===== src/rtl/tcgpi_pkg.sv =====
package tcgpi_pkg;

    typedef enum logic [1:0] {
        SQ_IDLE  = 2'd0,
        SQ_PULSE = 2'd1,
        SQ_HOLD  = 2'd2,
        SQ_SPENT = 2'd3
    } seq_state_e;

    typedef struct packed {
        logic [1:0] width;
        logic [1:0] cond;
        logic       frames;
        logic [2:0] kind;
    } mode_t;

    localparam logic [2:0] K_STAT_HI = 3'd0;
    localparam logic [2:0] K_STAT_LO = 3'd1;
    localparam logic [2:0] K_REC_LO  = 3'd2;
    localparam logic [2:0] K_REC_HI  = 3'd3;
    localparam logic [2:0] K_ONE_LO  = 3'd4;
    localparam logic [2:0] K_ONE_HI  = 3'd5;
    localparam logic [2:0] K_FALL    = 3'd6;
    localparam logic [2:0] K_RISE    = 3'd7;

    function automatic logic kind_is_pulse(input logic [2:0] k);
        return (k >= K_REC_LO) && (k <= K_ONE_HI);
    endfunction

    function automatic logic kind_is_edge(input logic [2:0] k);
        return (k == K_FALL) || (k == K_RISE);
    endfunction

    function automatic logic kind_is_recurrent(input logic [2:0] k);
        return (k == K_REC_LO) || (k == K_REC_HI);
    endfunction

endpackage


===== src/rtl/tcgpi_regs.sv =====
module tcgpi_regs
    import tcgpi_pkg::*;
#(
    parameter int TW = 32
) (
    input  logic          clk,
    input  logic          rst_n,
    input  logic          stage_hm_we,
    input  logic [TW/2-1:0] stage_hm,
    input  logic          stage_sf_we,
    input  logic [TW/2-1:0] stage_sf,
    input  logic          mode_we,
    input  logic [7:0]    mode_in,
    input  logic          init_stb,
    input  logic          init_load,
    output logic [TW-1:0] target,
    output mode_t         mode
);
    localparam int HW = TW / 2;

    logic [HW-1:0] hm_q;
    logic [HW-1:0] sf_q;

    always_ff @(posedge clk) begin
        if (!rst_n) begin
            hm_q   <= '0;
            sf_q   <= '0;
            target <= '0;
            mode   <= '0;
        end else begin
            if (stage_hm_we) hm_q <= stage_hm;
            if (stage_sf_we) sf_q <= stage_sf;
            if (mode_we)     mode <= mode_t'(mode_in);
            if (init_stb && init_load) target <= {hm_q, sf_q};
        end
    end
endmodule


===== src/rtl/tcgpi_match.sv =====
module tcgpi_match #(
    parameter int TW = 32,
    parameter int FW = 8
) (
    input  logic          clk,
    input  logic          rst_n,
    input  logic          init_stb,
    input  logic          frame_stb,
    input  logic [TW-1:0] frame_time,
    input  logic          fwd,
    input  logic [TW-1:0] target,
    input  logic          incl_frames,
    input  logic [1:0]    cond_sel,
    output logic          evt_pulse
);
    logic [TW-1:0] cut_t;
    logic [TW-1:0] cut_r;
    logic          rel_ok;
    logic          dir_ok;
    logic          hit;
    logic          armed;

    always_comb begin
        if (incl_frames) begin
            cut_t = frame_time;
            cut_r = target;
        end else begin
            cut_t = {frame_time[TW-1:FW], {FW{1'b0}}};
            cut_r = {target[TW-1:FW], {FW{1'b0}}};
        end
        rel_ok = cond_sel[0] ? (cut_t >= cut_r) : (cut_t == cut_r);
        dir_ok = cond_sel[1] | fwd;
        hit    = rel_ok & dir_ok;
    end

    always_ff @(posedge clk) begin
        if (!rst_n) begin
            armed     <= 1'b0;
            evt_pulse <= 1'b0;
        end else if (init_stb) begin
            armed     <= 1'b0;
            evt_pulse <= 1'b0;
        end else if (frame_stb) begin
            if (hit) begin
                evt_pulse <= armed;
                armed     <= 1'b0;
            end else begin
                evt_pulse <= 1'b0;
                armed     <= 1'b1;
            end
        end else begin
            evt_pulse <= 1'b0;
        end
    end
endmodule


===== src/rtl/tcgpi_width_timer.sv =====
module tcgpi_width_timer #(
    parameter int W0 = 10,
    parameter int W1 = 40,
    parameter int W2 = 500,
    parameter int W3 = 1000
) (
    input  logic       clk,
    input  logic       rst_n,
    input  logic       clear,
    input  logic       start,
    input  logic [1:0] width_sel,
    input  logic       ms_tick,
    output logic       expire
);
    localparam int M01 = (W0 > W1) ? W0 : W1;
    localparam int M23 = (W2 > W3) ? W2 : W3;
    localparam int WMAX = (M01 > M23) ? M01 : M23;
    localparam int CW = $clog2(WMAX + 1);

    logic [CW-1:0] cnt;
    logic [CW-1:0] load_val;

    always_comb begin
        unique case (width_sel)
            2'd0: load_val = CW'(W0);
            2'd1: load_val = CW'(W1);
            2'd2: load_val = CW'(W2);
            default: load_val = CW'(W3);
        endcase
        expire = ms_tick && (cnt == CW'(1));
    end

    always_ff @(posedge clk) begin
        if (!rst_n) begin
            cnt <= '0;
        end else if (clear) begin
            cnt <= '0;
        end else if (start) begin
            cnt <= load_val;
        end else if (ms_tick && (cnt != '0)) begin
            cnt <= cnt - CW'(1);
        end
    end
endmodule


===== src/rtl/tcgpi_seq.sv =====
module tcgpi_seq
    import tcgpi_pkg::*;
(
    input  logic       clk,
    input  logic       rst_n,
    input  logic       init_stb,
    input  logic       evt,
    input  logic       expire,
    input  logic [2:0] kind,
    output seq_state_e st,
    output logic       start,
    output logic       drive,
    output logic       seen,
    output logic       busy
);
    seq_state_e st_nx;

    always_comb begin
        st_nx = st;
        start = 1'b0;
        if (init_stb) begin
            st_nx = SQ_IDLE;
        end else begin
            unique case (st)
                SQ_IDLE: begin
                    if (evt && kind_is_pulse(kind)) begin
                        st_nx = SQ_PULSE;
                        start = 1'b1;
                    end else if (evt && kind_is_edge(kind)) begin
                        st_nx = SQ_HOLD;
                    end
                end
                SQ_PULSE: begin
                    if (expire) begin
                        st_nx = kind_is_recurrent(kind) ? SQ_IDLE : SQ_SPENT;
                    end
                end
                SQ_HOLD:  st_nx = SQ_HOLD;
                SQ_SPENT: st_nx = SQ_SPENT;
            endcase
        end
    end

    always_ff @(posedge clk) begin
        if (!rst_n) st <= SQ_IDLE;
        else        st <= st_nx;
    end

    always_ff @(posedge clk) begin
        if (!rst_n)        seen <= 1'b0;
        else if (init_stb) seen <= 1'b0;
        else if (evt)      seen <= 1'b1;
    end

    always_comb begin
        busy = (st == SQ_PULSE);
        if (kind == K_STAT_HI || kind == K_STAT_LO) begin
            drive = ~kind[0];
        end else begin
            drive = ~kind[0] ^ ((st == SQ_PULSE) || (st == SQ_HOLD));
        end
    end
endmodule


===== src/rtl/tc_gpi_event.sv =====
module tc_gpi_event
    import tcgpi_pkg::*;
#(
    parameter int TC_W  = 32,
    parameter int FRM_W = 8,
    parameter int PW0   = 10,
    parameter int PW1   = 40,
    parameter int PW2   = 500,
    parameter int PW3   = 1000
) (
    input  logic              clk,
    input  logic              rst_n,
    input  logic              frame_stb,
    input  logic [TC_W-1:0]   frame_time,
    input  logic              frame_fwd,
    input  logic              ms_tick,
    input  logic              stage_hm_we,
    input  logic [TC_W/2-1:0] stage_hm,
    input  logic              stage_sf_we,
    input  logic [TC_W/2-1:0] stage_sf,
    input  logic              mode_we,
    input  logic [7:0]        mode_in,
    input  logic              init_stb,
    input  logic              init_load,
    output logic              gpi_drive,
    output logic              evt_seen,
    output logic              pulse_busy
);
    logic [TC_W-1:0] w_target;
    mode_t           w_mode;
    logic            w_evt;
    logic            w_expire;
    logic            w_start;
    seq_state_e      w_state;

    tcgpi_regs #(.TW(TC_W)) u_regs (
        .clk(clk), .rst_n(rst_n),
        .stage_hm_we(stage_hm_we), .stage_hm(stage_hm),
        .stage_sf_we(stage_sf_we), .stage_sf(stage_sf),
        .mode_we(mode_we), .mode_in(mode_in),
        .init_stb(init_stb), .init_load(init_load),
        .target(w_target), .mode(w_mode)
    );

    tcgpi_match #(.TW(TC_W), .FW(FRM_W)) u_match (
        .clk(clk), .rst_n(rst_n), .init_stb(init_stb),
        .frame_stb(frame_stb), .frame_time(frame_time), .fwd(frame_fwd),
        .target(w_target), .incl_frames(w_mode.frames),
        .cond_sel(w_mode.cond), .evt_pulse(w_evt)
    );

    tcgpi_width_timer #(.W0(PW0), .W1(PW1), .W2(PW2), .W3(PW3)) u_timer (
        .clk(clk), .rst_n(rst_n), .clear(init_stb), .start(w_start),
        .width_sel(w_mode.width), .ms_tick(ms_tick), .expire(w_expire)
    );

    tcgpi_seq u_seq (
        .clk(clk), .rst_n(rst_n), .init_stb(init_stb), .evt(w_evt),
        .expire(w_expire), .kind(w_mode.kind), .st(w_state),
        .start(w_start), .drive(gpi_drive), .seen(evt_seen),
        .busy(pulse_busy)
    );
endmodule


===== config.mk =====
export PLATFORM = sky130hd
export DESIGN_NAME = tc_gpi_event
export DESIGN_NICKNAME = d
export VERILOG_FILES = /design/src/rtl/tcgpi_pkg.sv /design/src/rtl/tcgpi_regs.sv /design/src/rtl/tcgpi_match.sv /design/src/rtl/tcgpi_width_timer.sv /design/src/rtl/tcgpi_seq.sv /design/src/rtl/tc_gpi_event.sv
export SDC_FILE = /design/constraint.sdc
export NUM_CORES = 1
export LEC_CHECK = 0
export ABC_AREA = 1
export BUFFER_PORTS_ARGS = -buffer_cell sky130_fd_sc_hd__buf_4
export CAP_MARGIN = 20
export CORE_AREA = 2 2 112 114
export DETAILED_ROUTE_END_ITERATION = 7
export DIE_AREA = 0 0 114 116
export PLACE_DENSITY = 0.63
export SLEW_MARGIN = 40
export SYNTH_ARGS = -nofsm -noshare
export SYNTH_HDL_FRONTEND = slang
export SYNTH_SLANG_ARGS = --single-unit

===== constraint.sdc =====
create_clock -name clk -period 2.4 [get_ports clk]
set_clock_uncertainty 0.15 [all_clocks]
set_input_delay 0.36 -clock clk [delete_from_list [all_inputs] [get_ports clk]]
set_output_delay 0.36 -clock clk [all_outputs]
set_load 0.01 [all_outputs]

# After elaboration in Yosys (flattened, before gate mapping)
# Cells that the tools add are included.
[word_totals]
elab_cells = 71
inputBits = 82
regBits = 87
out_inout_bits = 3
[classes]
eq_ne = 14
n_reduce_logical = 18
bitwise_logic = 7
n_lt_le_gt_ge = 3
n_addsub = 1
n_mux = 16
[ops]
columns = ["op", "n"]
rows = [
  ["32-bit == test", 1],
  ["32-bit greater-or-equal comparator", 1],
  ["10-bit case mux with 3 select lines", 1],
  ["10-bit 2-to-1 mux", 2],
  ["8-bit 2-to-1 mux", 2],
  ["10-bit by 1-bit == test with 1-bit output (second input constant)", 1],
  ["10-bit nonzero test", 1],
  ["10-bit by 1-bit subtractor with 10-bit output (second input constant)", 1],
  ["2-bit 2-to-1 mux", 4],
  ["2-bit case mux with 4 select lines", 1],
  ["2-bit == test (second input constant)", 3],
  ["3-bit by 2-bit == test with 1-bit output (second input constant)", 2],
  ["3-bit == test (second input constant)", 2],
  ["1-bit logical AND", 6],
  ["1-bit 2-to-1 mux", 6],
  ["2-bit by 1-bit == test with 1-bit output (second input constant)", 2],
  ["2-bit logical NOT", 2],
  ["1-bit logical OR", 4],
  ["1-bit NOT", 4],
  ["4-bit OR reduction", 1],
  ["3-bit by 1-bit == test with 1-bit output (second input constant)", 1],
  ["3-bit by 2-bit greater-or-equal comparator with 1-bit output (second input constant)", 1],
  ["3-bit less-or-equal comparator (second input constant)", 1],
  ["3-bit logical NOT", 1],
  ["other kinds (8)", 8],
]

# Longest topological paths before layout
# Gate-level depths: netlist of run 1.
[depth]
word_depth = 7
mapped_depth = 19

# Cells and area by module
# A second synthesis of run 1 with hierarchy kept.
[hier_totals]
hier_cells = 709
hier_area_um2 = 4694.5
[by_module_without_submodules]
columns = ["module", "instances", "cells_per_inst", "seq_area_each_um2", "area_per_inst_um2"]
rows = [
  ["tcgpi_regs", 1, 374, 1441.4, 2670.1],
  ["tcgpi_match", 1, 171, 40.0, 1013.5],
  ["tcgpi_width_timer", 1, 117, 200.2, 720.7],
  ["tcgpi_seq", 1, 47, 60.1, 290.3],
]

# Worst setup path after synthesis of run 1
# OpenSTA, ideal clock, no wires.
[synth_timing]
path_kind = "flip-flop to flip-flop"
startpoint = "reg u_regs.mode[3] (netlist name)"
endpoint = "reg u_match.evt_pulse"
required_time_ps = 2140
synth_period_minus_slack_ps = 2061
path_buffers = 2
stages_incl_launch_ff = 16
setup_slack_ps = 339
t_arrival_ps = 1801
cell_sequence = "dfxtp_1 clkbuf_1 clkbuf_1 nand2_1 ha_1 a21o_1 nor2_1 nand2_1 nand2_1 nand2_1 nand2_1 nand2_1 nand2_1 nand2_1 nand2_1 nor2_1"
[synth_via]
elab_chain_len = 6
elab_cells_between_ends = 8
cone_classes = "order compare (1); eq/ne (1); mux (3); bitwise (2); reduce/logical (1)"
[synth_lines]
columns = ["item", "line", "rtl"]
rows = [
  ["start: declaration", "tcgpi_regs.sv:17", "output mode_t mode"],
  ["start signal: assignment", "tcgpi_regs.sv:33", "if (mode_we) mode <= mode_t'(mode_in);"],
  ["8-bit 2-to-1 mux", "tcgpi_match.sv:24", "if (incl_frames) begin"],
  ["32-bit greater-or-equal comparator or 32-bit == test (tied branches)", "tcgpi_match.sv:31", "rel_ok = cond_sel[0] ? (cut_t >= cut_r) : (cut_t == cut_r);"],
  ["1-bit 2-to-1 mux *", "tcgpi_match.sv:31", ""],
  ["1-bit bitwise AND *", "tcgpi_match.sv:33", "hit = rel_ok & dir_ok;"],
  ["1-bit NOT (no line) *", "-", ""],
  ["4-bit OR reduction (no line) *", "-", ""],
  ["end signal: assignment", "tcgpi_match.sv:45", "evt_pulse <= armed;"],
  ["end: declaration", "tcgpi_match.sv:14", "output logic evt_pulse"],
]
# Mark *: on every way between the ends. The rest lies on a longest branch, timed or not.
# A chain may end at the register's enable or synchronous reset.

# Worst setup path in the final report of run 1
# Ends and elaborated chain as after synthesis.

==> results of run 1 <==
-- placed cells by master (no fill, tap or decap), drive strengths merged --
master   instances
nor2           121
ha              39
xnor2            1
clkinv           2
a221oi           1
xor2             1
nor3b            1
a31oi            2
inv             64
dfxtp           87
o211ai           2
nor3             2
o21ai           92
bufinv           1
nand2           76
buf             88
o21a             2
nand4            3
nand3           10
a21oi           50
nor4             1
or2              1
a211oi           1
a21o             1
clkbuf          13
o2111ai          1
-- stage by stage --
stage               hold slack (ps)  power, mW  instance area [um^2]
floorplan                       268       2.38                  4270
global placement                276       2.65                  5020
detailed placement              281       2.67                  5020
CTS                            71.3       4.14                  5330
global route                   83.6       4.38                  5330
finish                         78.4       4.10                  5330
-- state kept, by name, indices dropped and copies added (netlist names) --
| signal | cells |
|---|---|
| u_match.armed | 1 |
| u_match.evt_pulse | 1 |
| u_regs.hm_q | 16 |
| u_regs.mode | 8 |
| u_regs.sf_q | 16 |
| u_regs.target | 32 |
| u_seq.seen | 1 |
| u_seq.st | 2 |
| u_timer.cnt | 10 |
-- routing by layer --
metal | wire length, um | part of all wire [%]
met1 | 4630 | 46
met2 | 4560 | 46
met3 | 555 | 5.6
met4 | 228 | 2.3
met5 | 0 | 0
-- cell families after synthesis --
kind of cell / Yosys count / share of synthesized area (%)
flip-flops: 87 / 40.8
adder cells (fa/ha/maj): 39 / 11.4
AO/OA/AOI/OAI: 152 / 18.6
buffers and inverters: 87 / 7.91
XOR/XNOR: 2 / 0.410
AND/OR/NAND/NOR: 215 / 20.9
-- layout make-up --
| class | instances | share of cell area [%] |
|---|---|---|
| Multi-Input combinational cell | 408 | 41.1 |
| Sequential cell | 87 | 32.7 |
| Timing Repair Buffer | 88 | 12.4 |
| Clock buffer | 13 | 5.07 |
| Inverter | 64 | 4.55 |
| Tap cell | 147 | 3.45 |
| Clock inverter | 3 | 0.751 |
-- worst max-delay path, stage by stage, from the launching register on --
cell and delay [ps]:
dfxtp_1 660, nand2_1 150, ha_1 330, nand2_1 80, inv_1 60, nand2_1 50, nand2_1 50, nand2_1 40
nand2_1 60, nand2_1 50, nand2_1 50, nand2_1 50, nand2_1 70, nand2_1 40, nand2_1 70, nand2_1 50
nor2_1 80
-- power groups by stage --
stage | Sequential, mW | Combinational (mW) | Clock (mW)
global route | 1.66 | 1.16 | 1.56
detailed placement | 1.67 | 1.00 | 0
finish | 1.64 | 1.01 | 1.45
floorplan | 1.65 | 0.734 | 0
global placement | 1.67 | 0.981 | 0
CTS | 1.64 | 1.01 | 1.49
-- worst max path at each step --
stage,depth (start not counted),to
after CTS,16,u_match.evt_pulse
after global routing,16,u_match.evt_pulse
after floorplan,15,u_match.evt_pulse
after global placement,12,u_match.evt_pulse
after detailed placement,16,u_match.evt_pulse
final,16,u_match.evt_pulse
==> impl_results.md, run 1 <==
* Post-CTS setup buffers at 0
* Placed Instances at 794
* Clock transition at path regs at 60 ps
* Syn_area_per_cell at 7.34 um^2
* H-tree levels at 3
* CTS tree: yes
* Syn nets at 703
* Final setup viols at 0
* Met1 usage at 19.9%
* Capturing point of the worst reg2reg path: u_match.evt_pulse
* Comb power frac at 24.6%
* Internal Power at 2.86 mW
* Die span in x at 114 um
* Post-synth EDFFs at 0
* Seq/Total Area, Yosys at 40.8%
* Vias/cell at 4.73
* Fraction of layout cells with a size suffix above 1 at 18.1%
* R2r setup slk at 250 ps
* Slew Limit Fails at 0
* CP Class: flop to flop
* Startpoint types: flop
* Yosys top cell area share at 40.8%
* Status: finished clean
* Hold path startpoint: stage_hm[6]
* Routed Antenna Nets at 0
* N_diodes at 0
* List of most frequent post-synthesis cells: nor2_1, dfxtp_1, o21ai_0, nand2_1, inv_1
* Core area at 11900 um^2
* Max Cap Viol at 0
* Largest cells by area after synthesis: dfxtp_1, ha_1, nor2_1, o21ai_0, nand2_1
* Hold EP: u_regs.hm_q[6]
* Via count at 3833
* Synth area leader: dfxtp_1
* Final hold vios at 0
* Final min period at 2150 ps
* Area Growth Syn to Fin at 24.8%
* Root Driver: clkbuf_16
* Reg2reg path depth at 16
* First-pass GRT wire length at 17100 um
* Die Y-Extent at 116 um
* Switching Power at 1.23 mW
* Top Ports at 85
* Final GP Congestion at 0.844
* Required time worst endpoint at 2540 ps
* Reg-to-Reg Start: u_regs.mode[3]
* Sw Share at 30.1%
* Number of synthesized register bits at 87
* Clock sinks at 87
* Clk pwr share at 35.4%
* CP startpoint: u_regs.mode[3]
* GR peak layer: met2
* Clock Latency Late Sink at 350 ps
* Tcrit/Tclk final at 89.7%
* Part of the power in registers at 40.0%
* Row count at 40
* CTS buffer count at 9
* Filler instances at 1223
* Hold bufs inserted after CTS at 0
* Post-synth ARST share at 0%
* Synth unique cells at 34
* Synthesized cell area at 4270 um^2
* DRT iter0 DRCs at 113
* Drt wl/cell at 12.3 um
* Cell count after synthesis at 582
* PwrDens at 768 nW/um^2
* Initial core utilization at 35.9%
* Setup TNS at 0 ps
* IR Drop Worst-Case VDD at 0.313 mV
* NumNets Final at 779
* Drt first pass iters at 5
* Cell with the most instances after synthesis: nor2_1
* Non-filler cells, final at 810
* Actual slew at the worst max-slew pin at 542 ps
* M3 GR Usage at 4.08%
* Slew HR at 63.8%
* Top_reg_cell synth: dfxtp_1
* Die area at 13200 um^2
* Maximum number of pins on one net before global-route repair at 45
* Syn. warnings at 0
* Vias in the first global route at 3847
* Fmax at 465 MHz
* Port buffer count at 84
* Setup WS post-layout at 248 ps
* Gr usage total at 16.5%
* Initial antenna violation count at 0
* Worst Hold Class: primary input to flop
* Cell leakage power at 2.49 nW
* DR DRC count at 0
* Resize count post-CTS at 0
* Crit path arrival time at 2290 ps
* Hold path depth at 3
* Crit. End Element: flop
* GRT overflow at 0
* Clk buf depth at 2
* Final core utilization at 44.8%
* GRT met2 Usage at 27.6%
* Total Wirelength at 9970 um
* RSZ-0062 raised after global routing: no
* HPWL after detailed placement at 7590 um
* Multi-input gate area at 2190 um^2
* Storage cell area at 1740 um^2
* Critical Path Fanout Max at 17
* Place WS at 288 ps
No activity file was read; power rests on OpenSTA's default activity.
==> run 2: changes to the inputs <==
- CORE_AREA: 2 2 112 114 -> 2 2 158 83
- CTS_CLUSTER_DIAMETER: unset -> 200
- DIE_AREA: 0 0 114 116 -> 0 0 160 85
- PLACE_DENSITY: 0.63 -> 0.62
==> run 2 against run 1 <==
Compared with the run above:
- clock-buffer cell count up 1
- die area is 2.8% higher
- clock power about the same
- utilization decreased by 0.98 points
- global-route usage is 0.37 points higher
- critical endpoint is now gpi_drive
- cell count rose by 3.0%
- worst hold slack gained 13 ps
- highest routed layer unchanged
- sequential power barely moved
==> impl_results.md, run 2 (same netlist as run 1, synthesis figures left out) <==
* Vias in the first global route at 3611 (-6.1%)
* Clock transition at path regs at 60 ps (about the same)
* Die Y-Extent at 85 um (-27%)
* First-pass GRT wire length at 18100 um (+5.5%)
* Startpoint types: flop
* Root Driver: clkbuf_16
* CP startpoint: u_seq.st[0]
* Sw Share at 30.4% (+0.28 points)
* Most frequent cells in the layout: nor2_1, buf_4, dfxtp_1
* Die span in x at 160 um (+40%)
* Most common cell after layout, fill and taps aside: nor2_1
* Setup TNS at 0 ps (unchanged)
* Final hold vios at 0 (unchanged)
* Drt wl/cell at 13.3 um (+8.2%)
* Final core utilization at 43.8% (-0.98 points)
* Filler instances at 1291 (+5.6%)
* Post-DP Area at 5060 um^2 (+0.72%)
* Final min period at 2060 ps (-90.7 ps)
* Non-filler cells, final at 834 (+3.0%)
* Worst Hold Class: primary input to flop
* Clk buf depth at 2 (unchanged)
* Critical Path Fanout Max at 4 (-13)
* Clock sinks at 87 (unchanged)
* Final Instance Area at 5370 um^2 (+0.70%)
* DR DRC count at 0 (unchanged)
* N_diodes at 0 (unchanged)
* Total Wirelength at 11100 um (+11%)
* Largest stage delay, worst path at 370 ps (-290 ps)
* Slowest cell on the critical path: dfxtp_1
* Status: finished clean
* Hold bufs inserted after CTS at 0 (unchanged)
* Clock Latency Late Sink at 340 ps (about the same)
* CP Class: flop to output port
* NumNets Final at 780 (+0.13%)
* Required time worst endpoint at 1890 ps (-650 ps)
* HPWL after detailed placement at 8280 um (+9.0%)
* Crit. End Element: output port
* Final GP Congestion at 0.852 (+0.97%)
* Cell leakage power at 2.49 nW (about the same)
* Max reg flops at 32 (unchanged)
* CTS tree: yes
* Via count at 3921 (+2.3%)
* IR Drop Worst-Case VDD at 0.386 mV (+23%)
* RSZ-0062 raised after global routing: no
* Fraction of layout cells with a size suffix above 1 at 18.1% (-0.027 points)
* DRT iter0 DRCs at 240 (+110%)
* Die area at 13600 um^2 (+2.8%)
* Drt first pass iters at 5 (unchanged)
* Top Ports at 85 (unchanged)
* Switching Power at 1.25 mW (+1.5%)
* Post-CTS setup buffers at 0 (unchanged)
* Fmax at 485 MHz (+4.4%)
* Comb power frac at 25.3% (+0.7 points)
* Slew Limit Fails at 0 (unchanged)
* Most flops, register: u_regs.target
* Slew HR at 61.1% (-2.7 points)
* Actual slew at the worst max-slew pin at 583 ps (+40.8 ps)
* Routed Antenna Nets at 0 (unchanged)
* GRT overflow at 0 (unchanged)
* Core area at 12300 um^2 (+3.0%)
* Top Registers: u_regs.target: 32 flops, u_regs.hm_q: 16 flops, u_regs.sf_q: 16 flops
* Crit-path cells: inv_1, ha_1, o21ai_0, xor2_1, buf_4
* Initial core utilization at 34.8% (-1.0 points)
* Clk pwr share at 35.0% (-0.4 points)
* Area Growth Syn to Fin at 25.7%
* Placed Instances at 818 (+3.0%)
* Crit path arrival time at 1550 ps (-740 ps)
* Max Cap Viol at 0 (unchanged)
* Maximum number of pins on one net before global-route repair at 73 (+62%)
* CTS buffer count at 9 (unchanged)
* Tcrit/Tclk final at 85.9% (-3.8 points)
* H-tree levels at 3 (unchanged)
* Reg-to-Reg Start: u_regs.target[31]
* Initial antenna violation count at 0 (unchanged)
* Part of the power in registers at 39.7% (-0.3 points)
* PwrDens at 767 nW/um^2 (-0.13%)
* Internal Power at 2.87 mW (+0.18%)
* Resize count post-CTS at 0 (unchanged)
* Final setup viols at 0 (unchanged)
* Row count at 29 (-28%)
* Hold path startpoint: stage_sf[5]
* Port buffer count at 84 (unchanged)
* Gr usage total at 16.9% (+0.37 points)
* Vias/cell at 4.70 (-0.65%)
run 2: changes by cell type in the layout (fill, tap and decap cells not counted), sizes merged:
cell      change
clkinv        -2
clkbuf        +1
buf           +1
clkinvlp      +1
run 2: stage by stage:
stage	worst slack, ps	hold slack (ps)	power, mW
6_report	338	91.2	4.12
5_1_grt	180	91.2	4.38
4_1_cts	312	81.3	4.15
3_5_place_dp	286	286	2.69
3_3_place_gp	330	279	2.67
2_1_floorplan	339	268	2.38
run 2: worst max-delay path: cells and delay by family (launching register included):
family | cells | cell delay (ps)
compound gates | 1 | 110
flops | 1 | 370
fa+ha+maj | 1 | 300
buf+inv | 2 | 250
xor+xnor | 1 | 180
run 2: final cells by class:
cell class                      instances  area (um^2)  area share, %
Tap cell                              170          213           3.96
Sequential cell                        87         1740           32.4
Inverter                               64          243           4.52
Multi-Input combinational cell        408         2190           40.8
Clock inverter                          2         37.5          0.699
Clock buffer                           14          274           5.10
Timing Repair Buffer                   89          668           12.4
run 2: path summary, 6_finish.rpt:
kind,endpoint,slack (ps),depth (start not counted)
setup / recovery,gpi_drive,340,5
hold / removal,u_regs.sf_q[5],90,3
setup reg to reg,u_match.evt_pulse,390,12
hold reg to reg,u_match.evt_pulse,300,2
run 2: metal layers:
| layer | vias up | wire (um) | GRT usage [%] |
|---|---|---|---|
| met5 | - | 0 | 0 |
| met4 | 0 | 102 | 4.50 |
| met3 | 9 | 824 | 5.38 |
| met2 | 126 | 4360 | 24.1 |
| met1 | 1743 | 5820 | 24.4 |
| li1 | 2043 | - | - |
run 2: power groups by stage:
stage	clock network [mW]	registers [mW]	logic [mW]
after floorplan	0	1.65	0.734
after global placement	0	1.66	1.01
after detailed placement	0	1.67	1.03
after CTS	1.49	1.63	1.03
after global routing	1.56	1.65	1.17
final	1.44	1.64	1.04
